$ cat src/rtl/grace_power_pkg.sv
package grace_power_pkg;

    typedef enum logic [1:0] {
        PM_SLEEP   = 2'b00,
        PM_STANDBY = 2'b01,
        PM_ACTIVE  = 2'b11
    } pm_mode_t;

    typedef enum logic [1:0] {
        BK_ON   = 2'b00,
        BK_LOW  = 2'b01,
        BK_WAKE = 2'b10
    } bk_state_t;

    // Fallback code to mode; unused codes keep the unit powered
    function automatic pm_mode_t decode_fallback(input logic [1:0] code);
        case (code)
            2'b00:   return PM_SLEEP;
            2'b01:   return PM_STANDBY;
            default: return PM_ACTIVE;
        endcase
    endfunction

endpackage

$ cat src/rtl/gp_bank_unit.sv
module gp_bank_unit
    import grace_power_pkg::*;
#(
    parameter int GRACE_W = 8,
    parameter int WAKE_W  = 6
) (
    input  logic               clk,
    input  logic               rst,
    input  logic               access,
    input  logic [GRACE_W-1:0] grace,
    input  logic [1:0]         fallback,
    input  logic [WAKE_W-1:0]  wake_stby,
    input  logic [WAKE_W-1:0]  wake_sleep,
    output pm_mode_t           mode,
    output logic               is_low,
    output logic               waking
);

    bk_state_t          state;
    logic [GRACE_W-1:0] grace_cnt;
    logic [WAKE_W-1:0]  wake_cnt;
    pm_mode_t           fb_mode;
    logic [WAKE_W-1:0]  wake_dly;

    always_comb begin
        fb_mode  = decode_fallback(fallback);
        wake_dly = (mode == PM_SLEEP) ? wake_sleep : wake_stby;
    end

    always_ff @(posedge clk) begin
        if (rst) begin
            state     <= BK_ON;
            mode      <= PM_ACTIVE;
            grace_cnt <= grace;
            wake_cnt  <= '0;
        end else begin
            case (state)
                BK_ON: begin
                    if (access) begin
                        grace_cnt <= grace;
                    end else if (grace_cnt != '0) begin
                        grace_cnt <= grace_cnt - 1'b1;
                    end else if (fb_mode != PM_ACTIVE) begin
                        mode  <= fb_mode;
                        state <= BK_LOW;
                    end
                end
                BK_LOW: begin
                    if (access) begin
                        if (wake_dly == '0) begin
                            mode      <= PM_ACTIVE;
                            state     <= BK_ON;
                            grace_cnt <= grace;
                        end else begin
                            wake_cnt <= wake_dly;
                            state    <= BK_WAKE;
                        end
                    end
                end
                BK_WAKE: begin
                    if (wake_cnt <= 1) begin
                        wake_cnt  <= '0;
                        mode      <= PM_ACTIVE;
                        state     <= BK_ON;
                        grace_cnt <= grace;
                    end else begin
                        wake_cnt <= wake_cnt - 1'b1;
                    end
                end
                default: begin
                    mode      <= PM_ACTIVE;
                    state     <= BK_ON;
                    grace_cnt <= grace;
                end
            endcase
        end
    end

    assign is_low = (state == BK_LOW);
    assign waking = (state == BK_WAKE);

endmodule

$ cat src/rtl/gp_pump_unit.sv
module gp_pump_unit
    import grace_power_pkg::*;
#(
    parameter int GRACE_W = 8
) (
    input  logic               clk,
    input  logic               rst,
    input  logic               hold,
    input  logic [GRACE_W-1:0] grace,
    input  logic [1:0]         fallback,
    output pm_mode_t           mode
);

    logic [GRACE_W-1:0] grace_cnt;

    always_ff @(posedge clk) begin
        if (rst) begin
            mode      <= PM_ACTIVE;
            grace_cnt <= grace;
        end else if (hold) begin
            mode      <= PM_ACTIVE;
            grace_cnt <= grace;
        end else if (grace_cnt != '0) begin
            grace_cnt <= grace_cnt - 1'b1;
        end else begin
            mode <= decode_fallback(fallback);
        end
    end

endmodule

$ cat src/rtl/grace_power_ctrl.sv
module grace_power_ctrl
    import grace_power_pkg::*;
#(
    parameter int NUM_BANKS = 4,
    parameter int GRACE_W   = 8,
    parameter int WAKE_W    = 6
) (
    input  logic                         clk,
    input  logic                         rst,
    input  logic [NUM_BANKS-1:0]         bank_access,
    input  logic [NUM_BANKS*GRACE_W-1:0] bank_grace,
    input  logic [2*NUM_BANKS-1:0]       bank_fallback,
    input  logic [GRACE_W-1:0]           pump_grace,
    input  logic [1:0]                   pump_fallback,
    input  logic [WAKE_W-1:0]            wake_stby,
    input  logic [WAKE_W-1:0]            wake_sleep,
    output logic [2*NUM_BANKS-1:0]       bank_mode,
    output logic [1:0]                   pump_mode,
    output logic                         ready
);

    logic [NUM_BANKS-1:0] low_vec;
    logic [NUM_BANKS-1:0] wake_vec;
    logic                 pump_hold;
    pm_mode_t             pump_m;

    for (genvar b = 0; b < NUM_BANKS; b++) begin : g_bank
        pm_mode_t m;
        gp_bank_unit #(
            .GRACE_W (GRACE_W),
            .WAKE_W  (WAKE_W)
        ) u_bank (
            .clk        (clk),
            .rst        (rst),
            .access     (bank_access[b]),
            .grace      (bank_grace[b*GRACE_W +: GRACE_W]),
            .fallback   (bank_fallback[2*b +: 2]),
            .wake_stby  (wake_stby),
            .wake_sleep (wake_sleep),
            .mode       (m),
            .is_low     (low_vec[b]),
            .waking     (wake_vec[b])
        );
        assign bank_mode[2*b +: 2] = m;
    end

    // Pump stays up while any bank is out of low power or being accessed
    assign pump_hold = !(&low_vec) || (|bank_access);

    gp_pump_unit #(
        .GRACE_W (GRACE_W)
    ) u_pump (
        .clk      (clk),
        .rst      (rst),
        .hold     (pump_hold),
        .grace    (pump_grace),
        .fallback (pump_fallback),
        .mode     (pump_m)
    );

    assign pump_mode = pump_m;
    assign ready     = !(|wake_vec);

endmodule

$ cat config.mk
export PLATFORM = sky130hd
export DESIGN_NAME = grace_power_ctrl
export DESIGN_NICKNAME = d
export VERILOG_FILES = /design/src/rtl/grace_power_pkg.sv /design/src/rtl/gp_bank_unit.sv /design/src/rtl/gp_pump_unit.sv /design/src/rtl/grace_power_ctrl.sv
export SDC_FILE = /design/constraint.sdc
export NUM_CORES = 1
export LEC_CHECK = 0
export BUFFER_PORTS_ARGS = -buffer_cell sky130_fd_sc_hd__buf_2
export CAP_MARGIN = 0
export CORE_MARGIN = 2
export CORE_UTILIZATION = 52
export DETAILED_ROUTE_END_ITERATION = 8
export GPL_ROUTABILITY_DRIVEN = 0
export PLACE_DENSITY = 0.89
export SLEW_MARGIN = 20
export SYNTH_ARGS = -nofsm -noshare
export SYNTH_HDL_FRONTEND = slang
export SYNTH_SLANG_ARGS = --single-unit
$ cat constraint.sdc
create_clock -name clk -period 2 [get_ports clk]
set_input_delay 0.4 -clock clk [delete_from_list [all_inputs] [get_ports clk]]
set_output_delay 0.4 -clock clk [all_outputs]
set_load 0.05 [all_outputs]
==> reports/qor.csv, run 1 <==
stage,metric,value,unit
pwr,Pwr Density,533,mW/mm^2
layout,layout cells sized above 1,28.2,%
synthesis,top cell type's share of synthesized area,22.4,%
min_path,worst hold path class,input port to flip-flop,
synthesis,Cells after Synth,630,
setup_path,Worst setup EP type,output pin,
synthesis,fraction of registers with async set/reset,0,%
synthesis,register area share after synthesis,38.0,%
clock_network,CTS buffer count,9,
synthesis,Post-Syn Nets,713,
layout,Finished Cell Area,0.00662,mm^2
setup_path,CP Data Required Time,1.60,ns
layout,Area Growth Syn to Fin,23.2,%
timing,Final Cycle Share,98.3,%
timing,worst-margin pin slew,0.526,ns
drt,drt first-iter violations,454,
floorplan,# IOs,79,
global_routing,vias in the first global route,5139,
floorplan,Core Region,0.0102,mm^2
drt,Total Wirelength,14700,um
timing,Fin. Hold Viols,0,
synthesis,number of synthesized register bits,82,
pwr,Peak VDD IR,354,uV
timing,min cycle time layout,1.97,ns
clock_network,clock tree from TritonCTS,built,
timing,f_max,509,MHz
global_routing,grt total ovfl,0,
synthesis,Area contributors post-synth,"edfxtp_1 (22%), dfxtp_1 (16%), nor2_1 (4.9%)",
floorplan,chip height,106,um
floorplan,Die Wd,106,um
setup_path,r2r worst-path depth,6,
timing,worst hold slack,0.260,ns
timing,Clock Skew,0.00926,ns
clock_network,CTS H-tree depth,3,
clock_network,CTS root buf,clkbuf_8,
setup_path,kind of critical path,flip-flop to output pin,
synthesis,Post-synth EDFFs,40,
placement,DPL Wire Length,10500,um
drt,vias,5342,
timing,Final Setup Violations,0,
pwr,Power Total,0.00353,W
setup_path,CP startpoint kind,flip-flop,
setup_path,WP data arrival,1.57,ns
layout,Ant. Diodes,0,
global_routing,Tot GR Track Use,25.2,%
timing,Worst slew margin,64.6,%
drt,Avg WL per Cell,16.4,um
floorplan,die area,0.0112,mm^2
setup_path,CP Max Fanout,4,
drt,post-route ant nets,0,
drt,# DRC,0,
clock_network,Max clock buf depth,2,
global_routing,first-pass GRT wire length,23000,um
synthesis,Syn Std Cell Area,0.00537,mm^2
pwr,Pleak,2.62,nW
synthesis,synth unique cells,66,
synthesis,Syn Area/Cell,8.53,um^2
drt,via density per instance,5.99,
placement,placed inst area,0.00625,mm^2
job,max cap viols,0,
layout,fin nets,834,
timing,Fin Setup TNS,0,ns
global_routing,initial antenna violation count,0,
synthesis,Ys Warns,0,
clock_network,worst-skew pair later-pin latency,0.38,ns
placement,IO buf count,78,
global_routing,largest net degree at the start of global routing,33,
status,outcome,"finished, final reports clean",
clock_network,clock sink total,82,
min_path,WHS Path Cells,3,
drt,TritonRoute pass-1 iters,5,
synthesis,Main synth FF type,dfxtp_1,
floorplan,Placement Rows,37,
synthesis,Yosys top cell by area,edfxtp_1,
clock_network,Clock Pin Slew Worst Setup and Hold Paths,0.10,ns
floorplan,initial core utilization,52.7,%
timing,final max-slew violation count,0,
==> cells in the mapped netlist, types with 12 or more instances <==
cell type  number
nor2_1         70
nand3_1        26
edfxtp_1       40
mux2i_1        23
nor4_1         12
o21ai_0        34
inv_1          20
dfxtp_1        42
nor3_1         26
nand2_1        69
clkbuf_1       15
xnor2_1        19
ha_1           15
xor2_1         13
a21oi_1        39
==> final timing paths <==
path / startpoint / endpoint / slack [ns]
max: g_bank[1].u_bank.state[1] / ready / 0.03
min reg2reg: u_pump.mode[1] / u_pump.mode[1] / 0.49
max reg2reg: g_bank[1].u_bank.wake_cnt[5] / g_bank[1].u_bank.wake_cnt[3] / 0.09
min: bank_fallback[4] / g_bank[2].u_bank.mode[0] / 0.26
==> state kept, by name, indices dropped and copies added, names as in the netlist <==
| register | cells |
|---|---|
| g_bank.u_bank.state | 8 |
| g_bank.u_bank.grace_cnt | 32 |
| g_bank.u_bank.wake_cnt | 24 |
| g_bank.u_bank.mode | 8 |
| u_pump.grace_cnt | 8 |
| u_pump.mode | 2 |
==> power by group <==
group	total, W	switching (W)	internal [W]
Combinational	0.000449	0.000234	0.000215
Sequential	0.00192	0.0000733	0.00185
Clock	0.00116	0.000702	0.000460
Total	0.00353	0.00101	0.00252
==> what timing repair did <==
| item | CTS | global route |
|---|---|---|
| setup endpoints to repair | 15 | 43 |
| hold buffers | 0 | 0 |
| pin swaps | 2 | 8 |
| gates resized for setup | 4 | 34 |
| setup buffers | 0 | 7 |
==> cell usage in the layout, fill, tap and decap left out, drive strengths merged, types with 12 or more instances in the layout <==
master | Yosys | final
inv | 20 | 23
buf | 10 | 135
a21oi | 39 | 39
nand2 | 69 | 69
dfxtp | 42 | 42
ha | 15 | 15
xnor2 | 19 | 19
nor4 | 17 | 17
o21ai | 43 | 43
nand3 | 26 | 26
mux2i | 23 | 23
nor2 | 73 | 73
nor3 | 27 | 27
xor2 | 13 | 13
a31oi | 12 | 12
edfxtp | 40 | 40
==> area by class of cell <==
type	instances	area (um^2)
Clock buffer	9	124
Timing Repair Buffer	135	861
Tap cell	136	170
Inverter	20	75.1
Multi-Input combinational cell	503	3280
Clock inverter	7	52.6
Sequential cell	82	2060
Fill cell	795	3560
==> through the flow <==
stage / instances / utilization [%] / setup WS (ns)
5_1_grt: 892 / 65.0 / -0.0410
3_5_place_dp: 869 / 61.4 / -0.0951
2_1_floorplan: 630 / - / 0.0793
4_1_cts: 885 / 63.2 / 0.0159
6_report: 892 / 65.0 / 0.0344
3_3_place_gp: 869 / 61.4 / -0.0485
==> layer usage <==
layer	wire (um)	GRT usage, %
met1	6100	30.4
met2	7170	43.1
met3	868	5.13
met4	519	11.9
met5	0	0
==> critical path: stages (launching register included) <==
cell and delay (ns):
dfxtp_2 0.34, buf_6 0.12, nor2b_4 0.13, buf_6 0.12, nor4_4 0.29, buf_6 0.20
==> cells by family (layout without fill, tap and decap cells) <==
logic type	count (synthesis)	after routing	synth area share, %
adders and majority gates	15	15	3.49
xor gates and xnor gates	32	32	5.22
DFF	82	82	38.0
and+or+nand+nor	283	283	27.0
muxes	32	32	6.17
buffers and inverters	45	171	3.33
AOI/OAI and AO/OA	141	141	16.8
No activity file was read; power rests on OpenSTA's default activity.
==> inputs of run 2 (changes only) <==
- BUFFER_PORTS_ARGS: -buffer_cell sky130_fd_sc_hd__buf_2 -> default
- CORE_UTILIZATION: 52 -> 58
- DONT_BUFFER_PORTS: default -> 1
- PLACE_DENSITY: 0.89 -> 0.88
==> run 2 against run 1 <==
Clock skew up 0.0022 ns. Global-route usage up 1.8 points. First-iteration DRC count down 38%. Flip-flop and latch count unchanged. Worst hold slack worse by 0.16 ns. Combinational power down 32%. Fmax about the same. Critical path depth unchanged. Sequential power about the same. Total power up 1.5%. Utilization up 2.9 points. Critical path type unchanged. Largest cell class unchanged.
==> reports/qor.csv, run 2 (synthesis gave the netlist of run 1 again) <==
stage,metric,value,unit
timing,Fin. Hold Viols,0,
pwr,Pleak,2.34,nW
pwr,Pint,0.00270,W
global_routing,grt total ovfl,0,
layout,Area Growth Syn to Fin,15.1,%
clock_network,clock sink total,82,
layout,most frequent cells in the layout,"nor2_1 (70), nand2_1 (68), buf_4 (53)",
pwr,sequential share of power,53.4,%
global_routing,vias in the first global route,4656,
min_path,worst hold path class,input port to flip-flop,
timing,Final Setup Violations,0,
timing,final max-slew violation count,0,
floorplan,Placement Rows,35,
status,outcome,"finished, final reports clean",
pwr,clock power share,38.1,%
pwr,sw power,0.000882,W
clock_network,worst-skew pair later-pin latency,0.36,ns
floorplan,die area,0.0100,mm^2
global_routing,first-pass GRT wire length,21700,um
floorplan,Die Wd,100,um
clock_network,CTS buffer count,9,
drt,Total Wirelength,14000,um
pwr,Pwr Density,580,mW/mm^2
drt,# DRC,0,
drt,via density per instance,6.31,
timing,Fin Setup TNS,0,ns
global_routing,Tot GR Track Use,27.0,%
layout,largest register by flop count,g_bank.u_bank.grace_cnt,
timing,min cycle time layout,1.97,ns
setup_path,Worst setup EP type,output pin,
layout,fin nets,756,
clock_network,clock tree from TritonCTS,built,
pwr,Peak VDD IR,332,uV
timing,Worst slew margin,61.8,%
layout,Ant. Diodes,0,
clock_network,CTS root buf,clkbuf_8,
timing,Clock Skew,0.0114,ns
setup_path,kind of critical path,flip-flop to output pin,
timing,f_max,509,MHz
layout,layout cells sized above 1,18.1,%
layout,max FFs per register,32,
pwr,Sw Ratio,24.6,%
clock_network,Clock Pin Slew Worst Setup and Hold Paths,0.08,ns
floorplan,chip height,100,um
floorplan,Core Region,0.00911,mm^2
timing,Final Cycle Share,98.3,%
setup_path,CP startpoint kind,flip-flop,
global_routing,initial antenna violation count,0,
pwr,Comb power frac,8.5,%
placement,DPL Wire Length,10400,um
setup_path,WP data arrival,1.57,ns
floorplan,initial core utilization,59.0,%
drt,Avg WL per Cell,17.8,um
layout,"commonest non-fill, non-tap cell in the layout",nor2_1,
timing,worst hold slack,0.0985,ns
drt,TritonRoute pass-1 iters,8,
layout,fill count,694,
layout,Regs by FF count,"g_bank.u_bank.grace_cnt x32, g_bank.u_bank.wake_cnt x24",
placement,IO buf count,0,
clock_network,Max clock buf depth,2,
job,max cap viols,0,
drt,drt first-iter violations,280,
global_routing,largest net degree at the start of global routing,59,
timing,worst-margin pin slew,0.568,ns
floorplan,# IOs,79,
clock_network,CTS H-tree depth,3,
setup_path,CP Data Required Time,1.60,ns
setup_path,CP Max Fanout,3,
drt,post-route ant nets,0,
drt,vias,4976,
-- run 2: through the flow --
step	util, %	cell area (um^2)	total power, W	cells	setup WS [ns]
global route	67.9	6180	0.00373	789	-0.0211
global placement	63.9	5820	0.00222	766	0.0314
floorplan	-	5400	0.00217	630	0.0793
detailed placement	63.9	5820	0.00224	766	-0.0365
CTS	66.5	6060	0.00359	783	-0.0306
finish	67.9	6180	0.00358	789	0.0344
-- run 2: final cells by class --
class | count | area (um^2) | area share [%]
Clock buffer | 9 | 124 | 2.00
Clock inverter | 7 | 98.8 | 1.60
Inverter | 20 | 75.1 | 1.21
Multi-Input combinational cell | 503 | 3240 | 52.4
Sequential cell | 82 | 2050 | 33.2
Tap cell | 111 | 139 | 2.25
Timing Repair Buffer | 57 | 452 | 7.31
-- run 2: power groups by stage --
stage / sequential, W / clock [W] / combinational [W]
floorplan: 0.00193 / 0 / 0.000237
global placement: 0.00194 / 0 / 0.000277
detailed placement: 0.00195 / 0 / 0.000293
CTS: 0.00191 / 0.00138 / 0.000298
global route: 0.00192 / 0.00147 / 0.000338
finish: 0.00191 / 0.00137 / 0.000304
-- run 2: critical path: stages, from the launching register on --
cell	delay (ns)
dfxtp_2	0.34
buf_6	0.11
nor2b_4	0.12
buf_6	0.12
nor4_4	0.32
buf_6	0.20
-- run 2: final timing paths --
| check | startpoint | to | slack [ns] | depth (start not counted) |
|---|---|---|---|---|
| worst max-delay path | g_bank[3].u_bank.state[1] | ready | 0.03 | 5 |
| worst min-delay path | rst | g_bank[3].u_bank.state[1] | 0.1 | 1 |
| worst max register to register | g_bank[1].u_bank.wake_cnt[0] | g_bank[1].u_bank.grace_cnt[0] | 0.06 | 8 |
| worst min register to register | g_bank[0].u_bank.wake_cnt[1] | g_bank[0].u_bank.wake_cnt[1] | 0.49 | 2 |
-- run 2: timing repair --
| item | CTS | global route |
|---|---|---|
| pin swaps | 1 | 4 |
| cloned | 0 | 0 |
| resized for setup | 3 | 20 |
| hold buffers | 0 | 0 |
| hold endpoints to repair | 0 | 0 |
| setup endpoints to repair | 17 | 45 |
| buffers inserted | 1 | 6 |
-- run 2: metal layers --
metal  vias up  routed length [um]  share of wire [%]  track usage (%)
li1       2385                   -                  -                -
met3        45                1070                7.6             6.41
met5         -                   0                  0                0
met1      2301                5410                 39             31.0
met2       245                7080                 51             48.0
met4         0                 448                3.2             11.7
==> inputs of run 3 (changes only) <==
- CORE_UTILIZATION: 58 -> 60
- CTS_BUF_LIST: default -> sky130_fd_sc_hd__clkbuf_2 sky130_fd_sc_hd__clkbuf_4 sky130_fd_sc_hd__clkbuf_8
- PLACE_DENSITY: 0.88 -> 0.91
==> run 3 against run 2 <==
Total power increased by 2.8%. Sequential power about the same. Flip-flop and latch count unchanged. Critical endpoint unchanged. Worst hold slack got worse by 0.00085 ns. Sequential share of layout area increased by 0.35 points. Routed wire length increased by 1.2%. Via count increased by 0.56%. Clock power increased by 7%. Clock-buffer cell count unchanged.
==> reports/qor.csv, run 3 (synthesis gave the netlist of run 1 again) <==
stage,metric,value,unit
status,outcome,"finished, final reports clean",
drt,Total Wirelength,14200,um
global_routing,grt total ovfl,0,
global_routing,initial antenna violation count,0,
drt,# DRC,0,
setup_path,CP Max Fanout,5,
timing,worst-margin pin slew,0.505,ns
clock_network,clock tree from TritonCTS,built,
job,max cap viols,0,
layout,most frequent cells in the layout,"nor2_1 (69), nand2_1 (68), buf_4 (45)",
layout,final core occ,70.2,%
clock_network,CTS H-tree depth,3,
floorplan,die area,0.00972,mm^2
layout,"commonest non-fill, non-tap cell in the layout",nor2_1,
clock_network,CTS buffer count,9,
drt,drt first-iter violations,387,
clock_network,hold_buf cts,0,
pwr,Pwr Density,602,mW/mm^2
pwr,Power Total,0.00368,W
layout,Regs by FF count,"g_bank.u_bank.grace_cnt x32, g_bank.u_bank.wake_cnt x24",
drt,via density per instance,6.45,
placement,DPL Wire Length,10200,um
timing,Worst slew margin,66.3,%
layout,Ant. Diodes,0,
timing,Clock Skew,0.0107,ns
layout,Post-Layout Cell Count,776,
layout,Area Growth Syn to Fin,14.0,%
setup_path,WP data arrival,1.58,ns
timing,f_max,505,MHz
floorplan,Placement Rows,34,
drt,Avg WL per Cell,18.3,um
placement,IO buf count,0,
floorplan,# IOs,79,
layout,largest register by flop count,g_bank.u_bank.grace_cnt,
clock_network,Max clock buf depth,2,
setup_path,kind of critical path,flip-flop to output pin,
global_routing,Tot GR Track Use,28.5,%
clock_network,clock sink total,82,
layout,layout cells sized above 1,17.7,%
floorplan,initial core utilization,61.6,%
clock_network,CTS root buf,clkbuf_8,
floorplan,chip height,98.6,um
timing,min cycle time layout,1.98,ns
pwr,Pleak,2.29,nW
global_routing,largest net degree at the start of global routing,59,
drt,vias,5004,
timing,Final Setup Violations,0,
layout,fin nets,746,
clock_network,worst-skew pair later-pin latency,0.37,ns
drt,post-route ant nets,0,
drt,TritonRoute pass-1 iters,5,
placement,placed insts,753,
timing,Final Cycle Share,99.0,%
setup_path,Worst setup EP type,output pin,
layout,fill count,607,
floorplan,Core Region,0.00872,mm^2
timing,final max-slew violation count,0,
layout,max FFs per register,32,
setup_path,CP startpoint kind,flip-flop,
setup_path,CP Data Required Time,1.60,ns
global_routing,vias in the first global route,4828,
clock_network,Clock Pin Slew Worst Setup and Hold Paths,0.09,ns
floorplan,Die Wd,98.6,um
pwr,Peak VDD IR,560,uV
min_path,worst hold path class,input port to flip-flop,
timing,Fin. Hold Viols,0,
global_routing,first-pass GRT wire length,22600,um
run 3: changes by cell type in the layout (fill, tap and decap cells not counted), sizes merged:
cell	change
buf	-10
clkinv	+3
inv	-3
bufinv	+1
clkinvlp	-1
run 3: final timing paths:
| path | startpoint | to | slack [ns] | cells past startpoint |
|---|---|---|---|---|
| max | g_bank[0].u_bank.state[1] | ready | 0.02 | 4 |
| min | rst | g_bank[0].u_bank.wake_cnt[4] | 0.1 | 1 |
| max reg2reg | g_bank[1].u_bank.wake_cnt[1] | g_bank[1].u_bank.grace_cnt[4] | 0.03 | 8 |
| min reg2reg | g_bank[0].u_bank.wake_cnt[1] | g_bank[0].u_bank.wake_cnt[1] | 0.48 | 2 |
run 3: final cells by class:
type,instances,area (um^2),share of cell area [%]
clock buffer,9,124,2.02
clock inverter,7,118,1.92
inverter,20,75.1,1.23
multi-input combinational,503,3260,53.2
sequential,82,2060,33.6
tap,108,135,2.21
timing repair buffer,47,360,5.88
run 3: power breakdown:
part / switching (W) / internal (W) / total, W
Combinational: 0.000155 / 0.000143 / 0.000299
Clock: 0.000643 / 0.000829 / 0.00147
Sequential: 0.0000695 / 0.00184 / 0.00191
run 3: per-stage QoR:
stage          area [um^2]  setup TNS, ns  setup slack [ns]  hold WS (ns)
4_1_cts               6000              0            0.0177        0.0849
6_report              6120              0            0.0207        0.0977
2_1_floorplan         5400              0            0.0793         0.446
5_1_grt               6120         -0.266           -0.0185        0.0938
3_3_place_gp          5730              0            0.0193         0.455
3_5_place_dp          5730         -0.365           -0.0457         0.465
run 3: critical path, cell delays in order, from the launching register on:
cell and delay (ns):
dfxtp_4 0.36, and2b_2 0.20, buf_4 0.16, nor4_4 0.30, buf_6 0.20
run 3: routing by layer:
| metal | global-route usage, % | wire length (um) | vias to the layer above |
|---|---|---|---|
| met3 | 7.02 | 1260 | 59 |
| met5 | 0 | 0 | - |
| met2 | 49.5 | 6980 | 286 |
| met4 | 12.0 | 510 | 0 |
| met1 | 33.6 | 5430 | 2302 |
| li1 | - | - | 2357 |
run 3: timing repair:
| item | CTS | global route |
|---|---|---|
| buffers inserted | 1 | 6 |
| setup endpoints to repair | 25 | 45 |
| pin swaps | 2 | 4 |
| gates resized for setup | 9 | 20 |
